$ cat config.mk
export PLATFORM = sky130hd
export DESIGN_NAME = early_term_ctrl
export DESIGN_NICKNAME = d
export VERILOG_FILES = /design/src/rtl/term_pkg.sv /design/src/rtl/term_row_eval.sv /design/src/rtl/term_beat_reduce.sv /design/src/rtl/term_seq.sv /design/src/rtl/early_term_ctrl.sv
export SDC_FILE = /design/constraint.sdc
export NUM_CORES = 1
export LEC_CHECK = 0
export BUFFER_PORTS_ARGS = -buffer_cell sky130_fd_sc_hd__buf_2
export CORE_AREA = 3 3 99 101
export DETAILED_ROUTE_END_ITERATION = 6
export DIE_AREA = 0 0 102 104
export SKIP_LAST_GASP = 1
export SYNTH_ARGS = -nofsm -noshare
export SYNTH_HDL_FRONTEND = slang
export SYNTH_SLANG_ARGS = --single-unit
$ cat constraint.sdc
create_clock -name clk -period 3.3 [get_ports clk]
set_clock_uncertainty 0.2 [all_clocks]
set_input_delay 0.66 -clock clk [delete_from_list [all_inputs] [get_ports clk]]
set_output_delay 0.66 -clock clk [all_outputs]
set_load 0.1 [all_outputs]
$ cat src/rtl/term_pkg.sv
package term_pkg;

    typedef enum logic [1:0] {
        PH_IDLE    = 2'd0,
        PH_UPDATE  = 2'd1,
        PH_CONFIRM = 2'd2
    } phase_e;

    typedef enum logic [1:0] {
        VD_NONE  = 2'd0,
        VD_CONT  = 2'd1,
        VD_VALID = 2'd2,
        VD_FAIL  = 2'd3
    } verdict_e;

    typedef struct packed {
        logic parity_ok;
        logic stable;
    } row_flags_t;

    // Whether a beat counts as passing, given the phase and the captured mode.
    function automatic logic beat_pass(input logic par_ok, input logic stab_ok,
                                       input phase_e ph, input logic confirm_mode);
        return par_ok & (stab_ok | confirm_mode | (ph == PH_CONFIRM));
    endfunction

    // Result at an iteration boundary; go_conf means the confirmation pass starts instead.
    function automatic verdict_e boundary_verdict(input logic pass, input logic at_limit,
                                                  input logic go_conf);
        if (pass)
            return go_conf ? VD_NONE : VD_VALID;
        else if (at_limit)
            return VD_FAIL;
        else
            return VD_CONT;
    endfunction

endpackage

$ cat src/rtl/term_row_eval.sv
module term_row_eval #(
    parameter int WEIGHT = 6,
    parameter int LLR_W  = 8
) (
    input  logic [WEIGHT*LLR_W-1:0] post,
    input  logic [WEIGHT-1:0]       prev_hd,
    input  logic [WEIGHT-1:0]       live,
    output term_pkg::row_flags_t    flags
);
    logic [WEIGHT-1:0] hd_new;

    generate
        for (genvar p = 0; p < WEIGHT; p++) begin : g_sign
            assign hd_new[p] = post[p*LLR_W + LLR_W - 1];
        end
    endgenerate

    assign flags.parity_ok = ~^(hd_new & live);
    assign flags.stable    = ~|((hd_new ^ prev_hd) & live);
endmodule

$ cat src/rtl/term_beat_reduce.sv
module term_beat_reduce #(
    parameter int ROWS = 4
) (
    input  term_pkg::row_flags_t [ROWS-1:0] flags,
    output logic                            all_parity,
    output logic                            all_stable
);
    always_comb begin
        all_parity = 1'b1;
        all_stable = 1'b1;
        for (int r = 0; r < ROWS; r++) begin
            all_parity = all_parity & flags[r].parity_ok;
            all_stable = all_stable & flags[r].stable;
        end
    end
endmodule

$ cat src/rtl/term_seq.sv
module term_seq
    import term_pkg::*;
#(
    parameter int NSUB     = 3,
    parameter int MAX_ITER = 20,
    localparam int SW = (NSUB > 1) ? $clog2(NSUB) : 1,
    localparam int IW = $clog2(MAX_ITER + 1)
) (
    input  logic          clk,
    input  logic          rst,
    input  logic          start,
    input  logic          mode_confirm,
    input  logic          beat_valid,
    input  logic          all_parity,
    input  logic          all_stable,
    output logic          busy,
    output logic          conf_active,
    output logic          iter_next,
    output logic          done_valid,
    output logic          done_fail,
    output logic [IW-1:0] iter_used
);
    phase_e         phase_q;
    logic [SW-1:0]  sub_q;
    logic [IW-1:0]  iter_q;
    logic           acc_q;
    logic           mode_q;
    verdict_e       verdict_q;

    logic           ok_now;
    logic           acc_now;
    logic           last_sub;
    logic           at_limit;
    logic           go_conf;
    verdict_e       verdict_now;

    always_comb begin
        ok_now      = beat_pass(all_parity, all_stable, phase_q, mode_q);
        acc_now     = ((sub_q == '0) ? 1'b1 : acc_q) & ok_now;
        last_sub    = (sub_q == SW'(NSUB - 1));
        at_limit    = (iter_q == IW'(MAX_ITER));
        go_conf     = (phase_q == PH_UPDATE) & mode_q;
        verdict_now = boundary_verdict(acc_now, at_limit, go_conf);
    end

    always_ff @(posedge clk) begin
        if (rst) begin
            phase_q   <= PH_IDLE;
            sub_q     <= '0;
            iter_q    <= '0;
            acc_q     <= 1'b1;
            mode_q    <= 1'b0;
            verdict_q <= VD_NONE;
        end else begin
            verdict_q <= VD_NONE;
            if (start) begin
                phase_q <= PH_UPDATE;
                sub_q   <= '0;
                iter_q  <= IW'(1);
                acc_q   <= 1'b1;
                mode_q  <= mode_confirm;
            end else if (beat_valid && phase_q != PH_IDLE) begin
                acc_q <= acc_now;
                if (!last_sub) begin
                    sub_q <= sub_q + SW'(1);
                end else begin
                    sub_q     <= '0;
                    verdict_q <= verdict_now;
                    case (verdict_now)
                        VD_NONE:  phase_q <= PH_CONFIRM;
                        VD_CONT: begin
                            phase_q <= PH_UPDATE;
                            iter_q  <= iter_q + IW'(1);
                        end
                        default:  phase_q <= PH_IDLE;
                    endcase
                end
            end
        end
    end

    assign busy        = (phase_q != PH_IDLE);
    assign conf_active = (phase_q == PH_CONFIRM);
    assign iter_next   = (verdict_q == VD_CONT);
    assign done_valid  = (verdict_q == VD_VALID);
    assign done_fail   = (verdict_q == VD_FAIL);
    assign iter_used   = iter_q;
endmodule

$ cat src/rtl/early_term_ctrl.sv
module early_term_ctrl #(
    parameter int ROWS     = 4,
    parameter int WEIGHT   = 6,
    parameter int LLR_W    = 8,
    parameter int NSUB     = 3,
    parameter int MAX_ITER = 20,
    localparam int NPOS = ROWS * WEIGHT,
    localparam int IW   = $clog2(MAX_ITER + 1)
) (
    input  logic                  clk,
    input  logic                  rst,
    input  logic                  start,
    input  logic                  mode_confirm,
    input  logic                  beat_valid,
    input  logic [NPOS*LLR_W-1:0] beat_post,
    input  logic [NPOS-1:0]       beat_prev_hd,
    input  logic [NPOS-1:0]       beat_mask,
    output logic                  busy,
    output logic                  conf_active,
    output logic                  iter_next,
    output logic                  done_valid,
    output logic                  done_fail,
    output logic [IW-1:0]         iter_used
);
    term_pkg::row_flags_t [ROWS-1:0] row_flags;
    logic all_parity;
    logic all_stable;

    generate
        for (genvar r = 0; r < ROWS; r++) begin : g_row
            term_row_eval #(.WEIGHT(WEIGHT), .LLR_W(LLR_W)) u_row (
                .post    (beat_post[r*WEIGHT*LLR_W +: WEIGHT*LLR_W]),
                .prev_hd (beat_prev_hd[r*WEIGHT +: WEIGHT]),
                .live    (beat_mask[r*WEIGHT +: WEIGHT]),
                .flags   (row_flags[r])
            );
        end
    endgenerate

    term_beat_reduce #(.ROWS(ROWS)) u_reduce (
        .flags      (row_flags),
        .all_parity (all_parity),
        .all_stable (all_stable)
    );

    term_seq #(.NSUB(NSUB), .MAX_ITER(MAX_ITER)) u_seq (
        .clk          (clk),
        .rst          (rst),
        .start        (start),
        .mode_confirm (mode_confirm),
        .beat_valid   (beat_valid),
        .all_parity   (all_parity),
        .all_stable   (all_stable),
        .busy         (busy),
        .conf_active  (conf_active),
        .iter_next    (iter_next),
        .done_valid   (done_valid),
        .done_fail    (done_fail),
        .iter_used    (iter_used)
    );
endmodule

-- Word level (Yosys, flattened, before mapping)
Cells that the tools add are included.
- eq/ne operators: 8
- reduce and logical (&&, ||, !) cells: 25
- bitwise logic cells: 25
- add/subtract/negate cells: 2
- muxes and demuxes: 13
- operators by type and width (cell ; number):
    6-bit bitwise AND ; 8
    6-bit OR reduction ; 4
    6-bit XNOR reduction ; 4
    6-bit bitwise XOR ; 4
    1-bit bitwise AND ; 9
    2-bit == test, second input constant ; 4
    1-bit 2-to-1 mux ; 8
    2-bit 2-to-1 mux ; 4
    2-bit nonzero test ; 4
    2-bit by 1-bit == test with 1-bit output, second input constant ; 3
    3-bit AND reduction ; 2
    5-bit by 1-bit adder with 5-bit output, second input constant ; 1
    5-bit == test, second input constant ; 1
    1-bit logical NOT ; 4
    2-bit logical NOT ; 2
    2-bit case mux with 2 select lines ; 1
    2-bit AND reduction ; 2
    4-bit OR reduction ; 1
    2-bit by 1-bit adder with 2-bit output, second input constant ; 1
    1-bit inverter ; 2
    1-bit bitwise OR ; 2
    2-bit OR reduction ; 1
    1-bit logical AND ; 1
- logic and storage cells: 81
- bits of input ports: 245
- output and inout bits: 10
- register bits after elaboration: 13

-- Logic depth before layout (Yosys ltp)
Gate-level depths: netlist of the first run.
- word-level depth: 17
- depth in mapped cells: 7

-- Cells and area by module
A second synthesis of the first run with hierarchy kept.
- cell total of the unflattened synthesis: 157
- area total of the unflattened synthesis: 1325.0 um2
- by module, submodules not included (module ; sequential area each (um2) ; cells each ; times used ; area each (um2)):
    term_seq ; 260.2 ; 75 ; 1 ; 656.9
    term_row_eval ; 0.0 ; 20 ; 4 ; 162.7
    term_beat_reduce ; 0.0 ; 2 ; 1 ; 17.5

-- Least setup slack after synthesis of the first run
OpenSTA, ideal clock, no wires.
- kind: flip-flop to flip-flop
- start point: reg u_seq.phase_q[1]
- end point: reg u_seq.iter_q[3], in the netlist u_seq.iter_used[3]
- arrival time: 2.492 ns
- path buffers: 0
- setup time: 0.073 ns
- cell stages (with the launch flop): 7
- path slack: 0.536 ns
- required time: 3.027 ns
- cell sequence: dfxtp_1 -> nor2b_1 -> nor2_1 -> o31ai_1 -> a31oi_4 -> nand4_1 -> mux2i_1
- word-level cells in the longest chain between the ends: 7
- elaborated cells between the ends (all ways): 12
- RTL lines (what ; line ; RTL):
    from (decl) ; term_seq.sv:23 ; phase_e phase_q;
    from (signal assigned) ; term_seq.sv:48 ; phase_q <= PH_IDLE;
    from (signal assigned) ; term_seq.sv:57 ; phase_q <= PH_UPDATE;
    from (signal assigned) ; term_seq.sv:70 ; VD_NONE: phase_q <= PH_CONFIRM;
    2-bit == test ; -- ;
    named net conf_active ; early_term_ctrl.sv:19 ; output logic conf_active,
    1-bit bitwise OR ; term_pkg.sv:24 ; return par_ok & (stab_ok | confirm_mode | (ph == PH_CONFIRM));
    1-bit bitwise AND ; term_pkg.sv:24 ;
    1-bit bitwise AND ; term_seq.sv:39 ; acc_now = ((sub_q == '0) ? 1'b1 : acc_q) & ok_now;
    2-bit 2-to-1 mux ; term_pkg.sv:30 ; if (pass)
    2-bit by 1-bit == test with 1-bit output ; term_seq.sv:69 ; case (verdict_now)
    3-bit AND reduction (no line) ; -- ;
    to (signal assigned) ; term_seq.sv:73 ; iter_q <= iter_q + IW'(1);
    to (decl) ; term_seq.sv:25 ; logic [IW-1:0] iter_q;
The timed path passes the listed nets, and every way through them passes these cells.
A chain may end at the register's enable or synchronous reset.

-- Final worst setup path of the first run
- start point: in beat_prev_hd[1]
- end point: reg u_seq.iter_q[4], in the netlist u_seq.iter_used[4]
- word-level cells in the longest chain between the ends: 14
- RTL lines (what ; line ; RTL):
    from (decl) ; early_term_ctrl.sv:16 ; input logic [NPOS-1:0] beat_prev_hd,
    6-bit bitwise XOR ; term_row_eval.sv:19 ; assign flags.stable = ~|((hd_new ^ prev_hd) & live);
    6-bit bitwise AND ; term_row_eval.sv:19 ;
    6-bit OR reduction ; term_row_eval.sv:19 ;
    1-bit logical NOT ; term_row_eval.sv:19 ;
    1-bit bitwise AND (3 in series) ; term_beat_reduce.sv:13 ; all_stable = all_stable & flags[r].stable;
    1-bit bitwise OR (2 in series) ; term_pkg.sv:24 ;
    1-bit bitwise AND ; term_pkg.sv:24 ;
    1-bit bitwise AND ; term_seq.sv:39 ;
    2-bit 2-to-1 mux ; term_pkg.sv:30 ;
    2-bit by 1-bit == test with 1-bit output ; term_seq.sv:69 ;
    3-bit AND reduction (no line) ; -- ;
No other way between the ends.

==> impl_metrics.json, run 1 <==
{
  "drtPass1Iterations": 4,
  "final_util_pct": 21.03,
  "cp.required_ns": 3.28,
  "fillers": 1031,
  "cts_tree": "built",
  "grt_pass1_wl_mm": 7.245,
  "final_cells": 354,
  "core_um2": 9109,
  "slew_headroom_pct": 66.04,
  "grt_util_all_layers_pct": 8.969,
  "hpwl_mm": 4.294,
  "io_pins": 255,
  "timing.setup.tns_ns": 0,
  "routed_wl_mm": 4.764,
  "area_growth_pct": 46.37,
  "crit_path_cell_trace": "buf_2 -> xor2_1 -> a22oi_1 -> nand4_1 -> o31ai_1 -> a31oi_4 -> nand4_1 -> mux2i_1",
  "crit_path_start_kind": "input pin",
  "final_area_um2": 1916,
  "vias_per_cell": 3.944,
  "postRouteAntennaNets": 0,
  "cts_setup_buffers": 0,
  "setup_viol": 0,
  "synth_flop_cell": "dfxtp_1",
  "vias": 1396,
  "drive_above_1_share_pct": 41.15,
  "port_buffers": 86,
  "max_stage_delay_ns": 0.50,
  "fin_nets": 491,
  "status": "completed",
  "ctsResizeCount": 0,
  "hold_class": "register to register",
  "gp_congestion": 0.7793,
  "finalCritPeriodShare_pct": 71.09,
  "crit_top_cell": "nand4_1",
  "fin_crit_ns": 2.346,
  "grt_pass1_vias": 1384,
  "syn_avg_cell_area_um2": 8.444,
  "yosysWarnings": 0,
  "cp_max_fo": 6,
  "dpl_cell_area_um2": 1871,
  "post_drt_wl_per_cell_um": 13.46,
  "drv_slew": 0,
  "die_x_um": 102,
  "synth_top_area_share_pct": 19.89,
  "rsz0062_at_grt": "no",
  "clock_path_buffers": 2,
  "synthCells": 155,
  "drv_cap": 0,
  "grt_remaining_overflow": 0,
  "synth_edf_count": 0,
  "synth.most_common_cell": "nand2_1",
  "ys_async_sr_fraction_pct": 0,
  "crit_arrival_ns": 2.32,
  "cts.sinks": 13,
  "crit_type": "input pin to register",
  "grt_max_degree": 11,
  "critPathSlowestCell": "o31ai_1",
  "die_area_um2": 10610,
  "cts_buffers": 3,
  "antennaDiodeCount": 0,
  "syn_nets": 402,
  "yosysUniqueCellTypes": 34,
  "worstSetupEndpointType": "register",
  "seqCellArea_um2": 260.3,
  "p_leak_nw": 0.9253,
  "tightest_slew_ns": 0.5050,
  "peakVddDrop_mv": 0.1009,
  "multiInputGateArea_um2": 1030,
  "drc_errors": 0,
  "cts_max_level": 1,
  "synthesis.area_um2": 1309,
  "yosys-top-cells-area": "dfxtp_1 (20%), xor2_1 (16%), nand2_1 (8.3%), xnor2_1 (7.4%), a22oi_1 (6.9%)",
  "initial_utilization_pct": 14.37,
  "root_buffer": "clkbuf_8",
  "placedCellCount": 350,
  "path_clk_slew_ns": 0.06,
  "max_freq_mhz": 426.3,
  "netlist_top_cells_count": "nand2_1 (29), xor2_1 (24), dfxtp_1 (13), a22oi_1 (12), xnor2_1 (11)",
  "yosysSeqAreaShare_pct": 19.89,
  "antenna_found_initial": 1,
  "hold_buffers": 0,
  "clkLatencyLatePin_ns": 0.25,
  "synth_top_area_cell": "dfxtp_1",
  "drt_iter0_drc": 63,
  "dieHeight_um": 104,
  "cellPowerDensity_nw_per_um2": 275.5,
  "hold_viol": 0,
  "rows": 35,
  "ys_ff_latch": 13
}
[per-layer routing]
| metal | up-vias | wire length, um | global-route usage [%] |
|---|---|---|---|
| met1 | 608 | 2339 | 12.83 |
| met3 | 7 | 368 | 2.414 |
| li1 | 720 | - | - |
| met5 | - | 13 | 0 |
| met2 | 59 | 1991 | 13.23 |
| met4 | 2 | 51 | 2.249 |
[logic make-up (layout without fill, tap and decap cells)]
group / after synthesis / in the layout / synth area share [%]
AO/OA/AOI/OAI: 25 / 25 / 14.25
XOR/XNOR: 41 / 41 / 32.79
adder cells (fa/ha/maj): 2 / 2 / 1.912
buffers and inverters: 5 / 93 / 1.434
flip-flops: 13 / 13 / 19.89
multiplexers: 4 / 4 / 3.059
AND/OR/NAND/NOR: 65 / 65 / 26.67
[placed cells by master (no fill, tap or decap)]
cell	netlist	layout
ha_1	2	2
nand2_2	2	2
nand4b_1	2	2
mux2i_1	4	4
nor2_1	5	5
a31oi_4	1	1
or3_1	2	2
and2_1	2	2
o311ai_1	1	1
and3_1	1	1
xor2_1	24	24
o211ai_1	1	1
dfxtp_1	13	13
clkbuf_8	0	3
buf_2	0	86
a22oi_1	12	12
clkbuf_1	2	1
xnor3_1	4	4
nand4_1	5	5
nand3_1	2	2
xnor2_2	2	2
nor2b_1	3	3
o21a_1	1	1
nor3_4	1	1
nor3_1	5	5
nand2_1	29	29
nor3b_1	2	2
xnor2_1	11	11
nor4_2	1	1
inv_1	3	3
a21oi_1	7	7
a31o_2	1	1
or2_4	1	1
o31ai_1	1	1
nor2_4	1	1
nand2_4	1	1
[through the flow]
| step | hold WS (ns) | setup slack [ns] | power (W) |
|---|---|---|---|
| 2_1_floorplan | 0.2545 | 0.5355 | 0.0003036 |
| 3_3_place_gp | 0.2683 | 0.7018 | 0.0003841 |
| 3_5_place_dp | 0.2726 | 0.6897 | 0.0003875 |
| 4_1_cts | 0.2890 | 0.9450 | 0.0005344 |
| 5_1_grt | 0.3204 | 0.8164 | 0.0005624 |
| 6_report | 0.2910 | 0.9541 | 0.0005277 |
[where the power goes]
group          switching (W)  internal, W  total (W)
combinational       0.000111     0.000107   0.000217
sequential        0.00000341     0.000160   0.000164
clock              0.0000611    0.0000855   0.000147
total               0.000175     0.000353   0.000528
[sequential cells by signal, indices dropped and copies added (netlist names)]
signal / count
u_seq.iter_used: 5
u_seq.phase_q: 2
u_seq.verdict_q: 2
u_seq.sub_q: 2
u_seq.acc_q: 1
u_seq.mode_q: 1
[worst max-delay path: cells and delay by family]
kind | cells | cell delay [ns]
buffers and inverters | 1 | 0.11
AOI/OAI and AO/OA | 3 | 0.91
xor gates and xnor gates | 1 | 0.15
muxes | 1 | 0.18
and+or+nand+nor | 2 | 0.32
[path summary, 6_finish.rpt]
path,startpoint,end,slack (ns),cells after the start
worst max-delay path,beat_prev_hd[1],u_seq.iter_used[4],0.95,8
worst min-delay path,u_seq.acc_q,u_seq.acc_q,0.29,2
worst max register to register,u_seq.phase_q[1],u_seq.iter_used[2],1.20,7
worst min register to register,u_seq.acc_q,u_seq.acc_q,0.29,2
[cell type report]
cell class / instances / share of cell area (%)
clock buffer: 4 / 2.351
timing repair buffer: 86 / 22.47
inverter: 3 / 0.5879
multi-input combinational: 137 / 53.76
sequential: 13 / 13.59
tap: 111 / 7.250
Note: power is estimated with default switching activity, not from simulation.
==> run 2: changes to the inputs <==
--- a/config.mk
+++ b/config.mk
@@ -5,10 +5,11 @@
 export SDC_FILE = /design/constraint.sdc
 export NUM_CORES = 1
 export LEC_CHECK = 0
+export ABC_AREA = 1
 export BUFFER_PORTS_ARGS = -buffer_cell sky130_fd_sc_hd__buf_2
-export CORE_AREA = 3 3 99 101
+export CORE_AREA = 3 3 98 100
 export DETAILED_ROUTE_END_ITERATION = 6
-export DIE_AREA = 0 0 102 104
+export DIE_AREA = 0 0 101 103
 export SKIP_LAST_GASP = 1
 export SYNTH_ARGS = -nofsm -noshare
 export SYNTH_HDL_FRONTEND = slang
==> constraint.sdc (replaced) <==
create_clock -name clk -period 2.2 [get_ports clk]
set_clock_uncertainty 0.2 [all_clocks]
set_input_delay 0.44 -clock clk [delete_from_list [all_inputs] [get_ports clk]]
set_output_delay 0.44 -clock clk [all_outputs]
set_load 0.1 [all_outputs]
==> impl_metrics.json, run 2 <==
{
  "status": "completed",
  "post_drt_wl_per_cell_um": 10.84,
  "layout_common_cells": "nand2_1 (121), buf_2 (86), inv_1 (28), nand3_1 (28)",
  "synth.most_common_cell": "nand2_1",
  "crit_type": "register to primary output",
  "crit_path_start_kind": "register",
  "port_buffers": 86,
  "finalCritPeriodShare_pct": 84.07,
  "cts.sinks": 13,
  "synth_top_area_share_pct": 28.76,
  "final_util_pct": 25.01,
  "fin_crit_ns": 1.849,
  "rsz0062_at_grt": "no",
  "fin_nets": 626,
  "max_freq_mhz": 540.7,
  "hold_end": "u_seq.phase_q[0]",
  "drv_slew": 0,
  "gp_congestion": 0.8104,
  "netlist_top_cells_count": "nand2_1 (121), inv_1 (28), nand3_1 (28), nor2_1 (18), or2_1 (18)",
  "largest_reg_flops": 5,
  "synth_edf_count": 0,
  "synthCells": 288,
  "cts_tree": "built",
  "clock_path_buffers": 2,
  "vias_per_cell": 4.136,
  "cts_buffers": 3,
  "yosysSeqAreaShare_pct": 16.48,
  "yosys-top-cells-area": "nand2_1 (29%), dfxtp_1 (16%), nand3_1 (8.9%), or2_1 (7.1%), inv_1 (6.7%)",
  "area_growth_pct": 38.83,
  "drc_errors": 0,
  "hold_viol": 0,
  "cp_max_fo": 4,
  "routed_wl_mm": 5.269,
  "synth_flop_cell": "dfxtp_1",
  "rows": 34,
  "grt_util_all_layers_pct": 10.12,
  "worstSetupEndpointType": "primary output",
  "root_buffer": "clkbuf_8",
  "clkLatencyLatePin_ns": 0.25,
  "grt_pass1_wl_mm": 8.335,
  "initial_utilization_pct": 18.02,
  "setup_viol": 0,
  "hold_buffers": 0,
  "cp.required_ns": 1.56,
  "yosysUniqueCellTypes": 22,
  "tightest_slew_ns": 0.4902,
  "ys_async_sr_fraction_pct": 0,
  "grt_pass1_vias": 1859,
  "p_switching_w": 0.0002611,
  "path_clk_slew_ns": 0.05,
  "synth_top_area_cell": "nand2_1",
  "postRouteAntennaNets": 0,
  "seqCellArea_um2": 260.3,
  "dieHeight_um": 103,
  "cts_setup_buffers": 0,
  "final_area_um2": 2192,
  "crit_arrival_ns": 1.21,
  "fillers": 1010,
  "syn_avg_cell_area_um2": 5.483,
  "switching_share_pct": 34.36,
  "cellPowerDensity_nw_per_um2": 346.6,
  "ys_ff_latch": 13,
  "fin_ws_ns": 0.3505,
  "worst-r2r-setup-slack_ns": 0.49,
  "peakVddDrop_mv": 0.1427,
  "synthesis.area_um2": 1579,
  "ctsResizeCount": 0,
  "grt_max_degree": 8,
  "slew_headroom_pct": 67.55,
  "core_um2": 8763,
  "r2r_end": "u_seq.iter_used[0]",
  "drv_cap": 0,
  "clkPwrFrac_pct": 27.9,
  "die_x_um": 101,
  "antennaDiodeCount": 0,
  "cts_max_level": 1,
  "drive_above_1_share_pct": 30.16,
  "combPwrFrac_pct": 39.7,
  "reg2reg_from": "u_seq.phase_q[0]",
  "dpl_worst_slack_ns": 0.1339,
  "yosysWarnings": 0,
  "drt_iter0_drc": 38,
  "final_common_cell": "nand2_1",
  "io_pins": 255,
  "whs_path_depth": 2,
  "timing.setup.tns_ns": 0,
  "hpwl_mm": 4.842,
  "syn_nets": 535,
  "hold_class": "input pin to register",
  "multiInputGateArea_um2": 1201,
  "seq_power_share_pct": 32.4,
  "grt_remaining_overflow": 0,
  "r2r.worst_path.cells": 10,
  "vias": 2010,
  "drtPass1Iterations": 4,
  "holdCritStartpoint": "rst",
  "die_area_um2": 10400,
  "internal_power_w": 0.0004988,
  "dpl_cell_area_um2": 2147,
  "antenna_found_initial": 4,
  "p_leak_nw": 1.231
}
==> run 2: area by class of cell <==
| type | instances | share of cell area, % |
|---|---|---|
| Tap cell | 108 | 6.164 |
| Multi-Input combinational cell | 243 | 54.79 |
| Timing Repair Buffer | 86 | 19.63 |
| Inverter | 32 | 5.479 |
| Sequential cell | 13 | 11.87 |
| Clock buffer | 4 | 2.055 |
==> run 2: cell families after synthesis <==
logic type	count (synthesis)	synth area share (%)
buffers and inverters	32	7.607
xor gates and xnor gates	13	7.211
adders and majority gates	2	1.585
and+or+nand+nor	211	61.73
AOI/OAI and AO/OA	17	5.388
DFF	13	16.48
==> run 2: routing by layer <==
layer / up-vias / track usage, % / share of wire [%]
met1: 848 / 12.17 / 45
met3: 12 / 4.871 / 11
met4: 8 / 1.840 / 0.93
met2: 62 / 16.66 / 43
met5: - / 0 / 0.84
li1: 1080 / - / -
==> run 2: how the worst max path moves through the flow <==
| stage | from | end | depth (start not counted) |
|---|---|---|---|
| 4_1_cts | u_seq.phase_q[0] | busy | 2 |
| 3_3_place_gp | beat_post[119] | u_seq.iter_used[1] | 14 |
| 2_1_floorplan | u_seq.verdict_q[1] | done_valid | 2 |
| 3_5_place_dp | beat_post[119] | u_seq.iter_used[2] | 14 |
| 5_1_grt | beat_post[111] | u_seq.iter_used[4] | 15 |
| 6_report | u_seq.phase_q[0] | busy | 2 |
==> run 2: critical path, cell delays in order (launching register included) <==
cell and delay, ns:
dfxtp_1 0.39, or2_2 0.15, buf_2 0.42
==> run 2: per-stage QoR <==
step / hold slack (ns) / total power (W) / cells
after floorplan: 0.2426 / 0.0004333 / 288
after global placement: 0.2634 / 0.0005452 / 482
after detailed placement: 0.2697 / 0.0005557 / 482
after CTS: 0.1887 / 0.0007700 / 486
after global routing: 0.2115 / 0.0008251 / 486
final: 0.1917 / 0.0007599 / 486
==> run 2: power groups by stage <==
stage	combinational, W	clock (W)	sequential [W]
5_1_grt	0.000348	0.000230	0.000247
2_1_floorplan	0.000174	0	0.000259
3_5_place_dp	0.000305	0	0.000251
6_report	0.000302	0.000212	0.000246
4_1_cts	0.000306	0.000218	0.000246
3_3_place_gp	0.000295	0	0.000251
==> run 3: changes to the inputs <==
==> constraint.sdc (replaced) <==
create_clock -name clk -period 1.8 [get_ports clk]
set_clock_uncertainty 0.2 [all_clocks]
set_input_delay 0.36 -clock clk [delete_from_list [all_inputs] [get_ports clk]]
set_output_delay 0.36 -clock clk [all_outputs]
set_load 0.1 [all_outputs]
==> impl_metrics.json, run 3 (synthesized netlist as in run 2, its figures left out) <==
{
  "dieHeight_um": 103,
  "grt_max_degree": 8,
  "drt_iter0_drc": 48,
  "hold_buffers": 0,
  "post_drt_wl_per_cell_um": 10.73,
  "critPathSlowestCell": "buf_2",
  "die_area_um2": 10400,
  "drive_above_1_share_pct": 36.29,
  "grt_pass1_vias": 1740,
  "placedCellCount": 486,
  "layout_common_cells": "nand2_1 (114), buf_2 (77), nand3_1 (28)",
  "initial_utilization_pct": 18.02,
  "internal_power_w": 0.0006319,
  "final_cells": 491,
  "clkPwrFrac_pct": 27.3,
  "drc_errors": 0,
  "crit_path_start_kind": "register",
  "grt_util_all_layers_pct": 9.526,
  "whs_path_depth": 2,
  "slew_headroom_pct": 67.37,
  "antennaDiodeCount": 0,
  "fin_hold_ws_ns": 0.1031,
  "fillers": 1015,
  "cts_buffers": 3,
  "worstSetupEndpointType": "primary output",
  "status": "completed",
  "largest_reg_flops": 5,
  "port_buffers": 86,
  "worst-r2r-setup-slack_ns": 0.13,
  "clock_path_buffers": 2,
  "grt_remaining_overflow": 0,
  "root_buffer": "clkbuf_8",
  "crit_buf_inv": 1,
  "cp.required_ns": 1.24,
  "crit_arrival_ns": 1.15,
  "seq_power_share_pct": 31.2,
  "core_um2": 8763,
  "r2r.worst_path.cells": 10,
  "multiInputGateArea_um2": 1247,
  "p_switching_w": 0.0003327,
  "grt_use_met1_pct": 12.19,
  "path_clk_slew_ns": 0.05,
  "area_growth_pct": 49.05,
  "met2_usage_pct": 15.09,
  "setup_viol": 0,
  "seqCellArea_um2": 270.3,
  "die_x_um": 101,
  "crit_type": "register to primary output",
  "grt-busiest-layer": "met2",
  "grt_pass1_wl_mm": 7.907,
  "cellPowerDensity_nw_per_um2": 409.8,
  "tightest_slew_ns": 0.4928,
  "hold_class": "input pin to register",
  "reg2reg_from": "u_seq.phase_q[0]",
  "max_stage_delay_ns": 0.41,
  "cts_max_level": 1,
  "routed_wl_mm": 5.269,
  "dpl_worst_slack_ns": -0.2329,
  "final_common_cell": "nand2_1",
  "io_pins": 255,
  "fin_nets": 631,
  "r2r_end": "u_seq.iter_used[0]",
  "drv_cap": 0,
  "hold_end": "u_seq.phase_q[0]",
  "fin_ws_ns": 0.09340,
  "hpwl_mm": 4.827,
  "hold_viol": 0,
  "combPwrFrac_pct": 41.5,
  "clkLatencyLatePin_ns": 0.25,
  "rows": 34,
  "postRouteAntennaNets": 0,
  "cp_max_fo": 4,
  "vias_per_cell": 4.065,
  "gp_congestion": 0.7507,
  "holdCritStartpoint": "rst",
  "crit_family": "buffers and inverters",
  "max_freq_mhz": 586.0,
  "cts_tree": "built",
  "antenna_found_initial": 4,
  "crit_path_cell_trace": "or2_4 -> buf_2",
  "total_power_w": 0.0009646,
  "met3_usage_pct": 4.668,
  "drv_slew": 0,
  "vias": 1996,
  "p_leak_nw": 1.276,
  "switching_share_pct": 34.49,
  "cts.sinks": 13,
  "drtPass1Iterations": 4,
  "finalCritPeriodShare_pct": 94.81,
  "peakVddDrop_mv": 0.2327,
  "fin_crit_ns": 1.707
}
==> run 3: per-layer routing <==
metal,vias to the layer above,share of wire [%]
met2,57,44
met1,833,45
li1,1088,-
met5,-,0.70
met3,10,9.8
met4,8,0.40
==> run 3: what timing repair did <==
item	4_1_cts	5_1_grt
resized for setup	0	27
endpoints found under the setup margin	0	5
buffers inserted	0	1
hold endpoints to repair	0	0
==> run 3: worst max path at each step <==
stage	from	endpoint	slack, ns	cells after the start
4_1_cts	beat_post[119]	u_seq.iter_used[1]	0.03	14
2_1_floorplan	u_seq.verdict_q[1]	done_valid	-0.38	2
6_report	u_seq.phase_q[0]	busy	0.09	2
3_3_place_gp	beat_post[119]	u_seq.iter_used[1]	-0.18	14
3_5_place_dp	beat_post[119]	u_seq.iter_used[1]	-0.23	14
5_1_grt	beat_post[191]	u_seq.iter_used[0]	-0.005	17
==> run 3: power by group through the flow <==
stage	clock network [W]	registers, W	logic [W]
floorplan	0	0.000318	0.000214
global placement	0	0.000307	0.000368
detailed placement	0	0.000307	0.000380
CTS	0.000271	0.000301	0.000381
global route	0.000282	0.000302	0.000452
finish	0.000264	0.000301	0.000400
==> run 3: layout make-up <==
type	count	share of cell area [%]
Clock buffer	4	1.914
Timing Repair Buffer	91	22.65
Inverter	32	5.210
Multi-Input combinational cell	243	53.00
Sequential cell	13	11.48
Tap cell	108	5.742
==> run 3: metrics by stage <==
| step | TNS [ns] | utilization [%] | area (um2) |
|---|---|---|---|
| after global placement | -1.048 | 25.19 | 2207 |
| after detailed placement | -1.408 | 25.19 | 2207 |
| after CTS | 0 | 25.70 | 2252 |
| after global routing | -0.007935 | 26.86 | 2354 |
| after floorplan | -0.7832 | - | 1597 |
| final | 0 | 26.86 | 2354 |
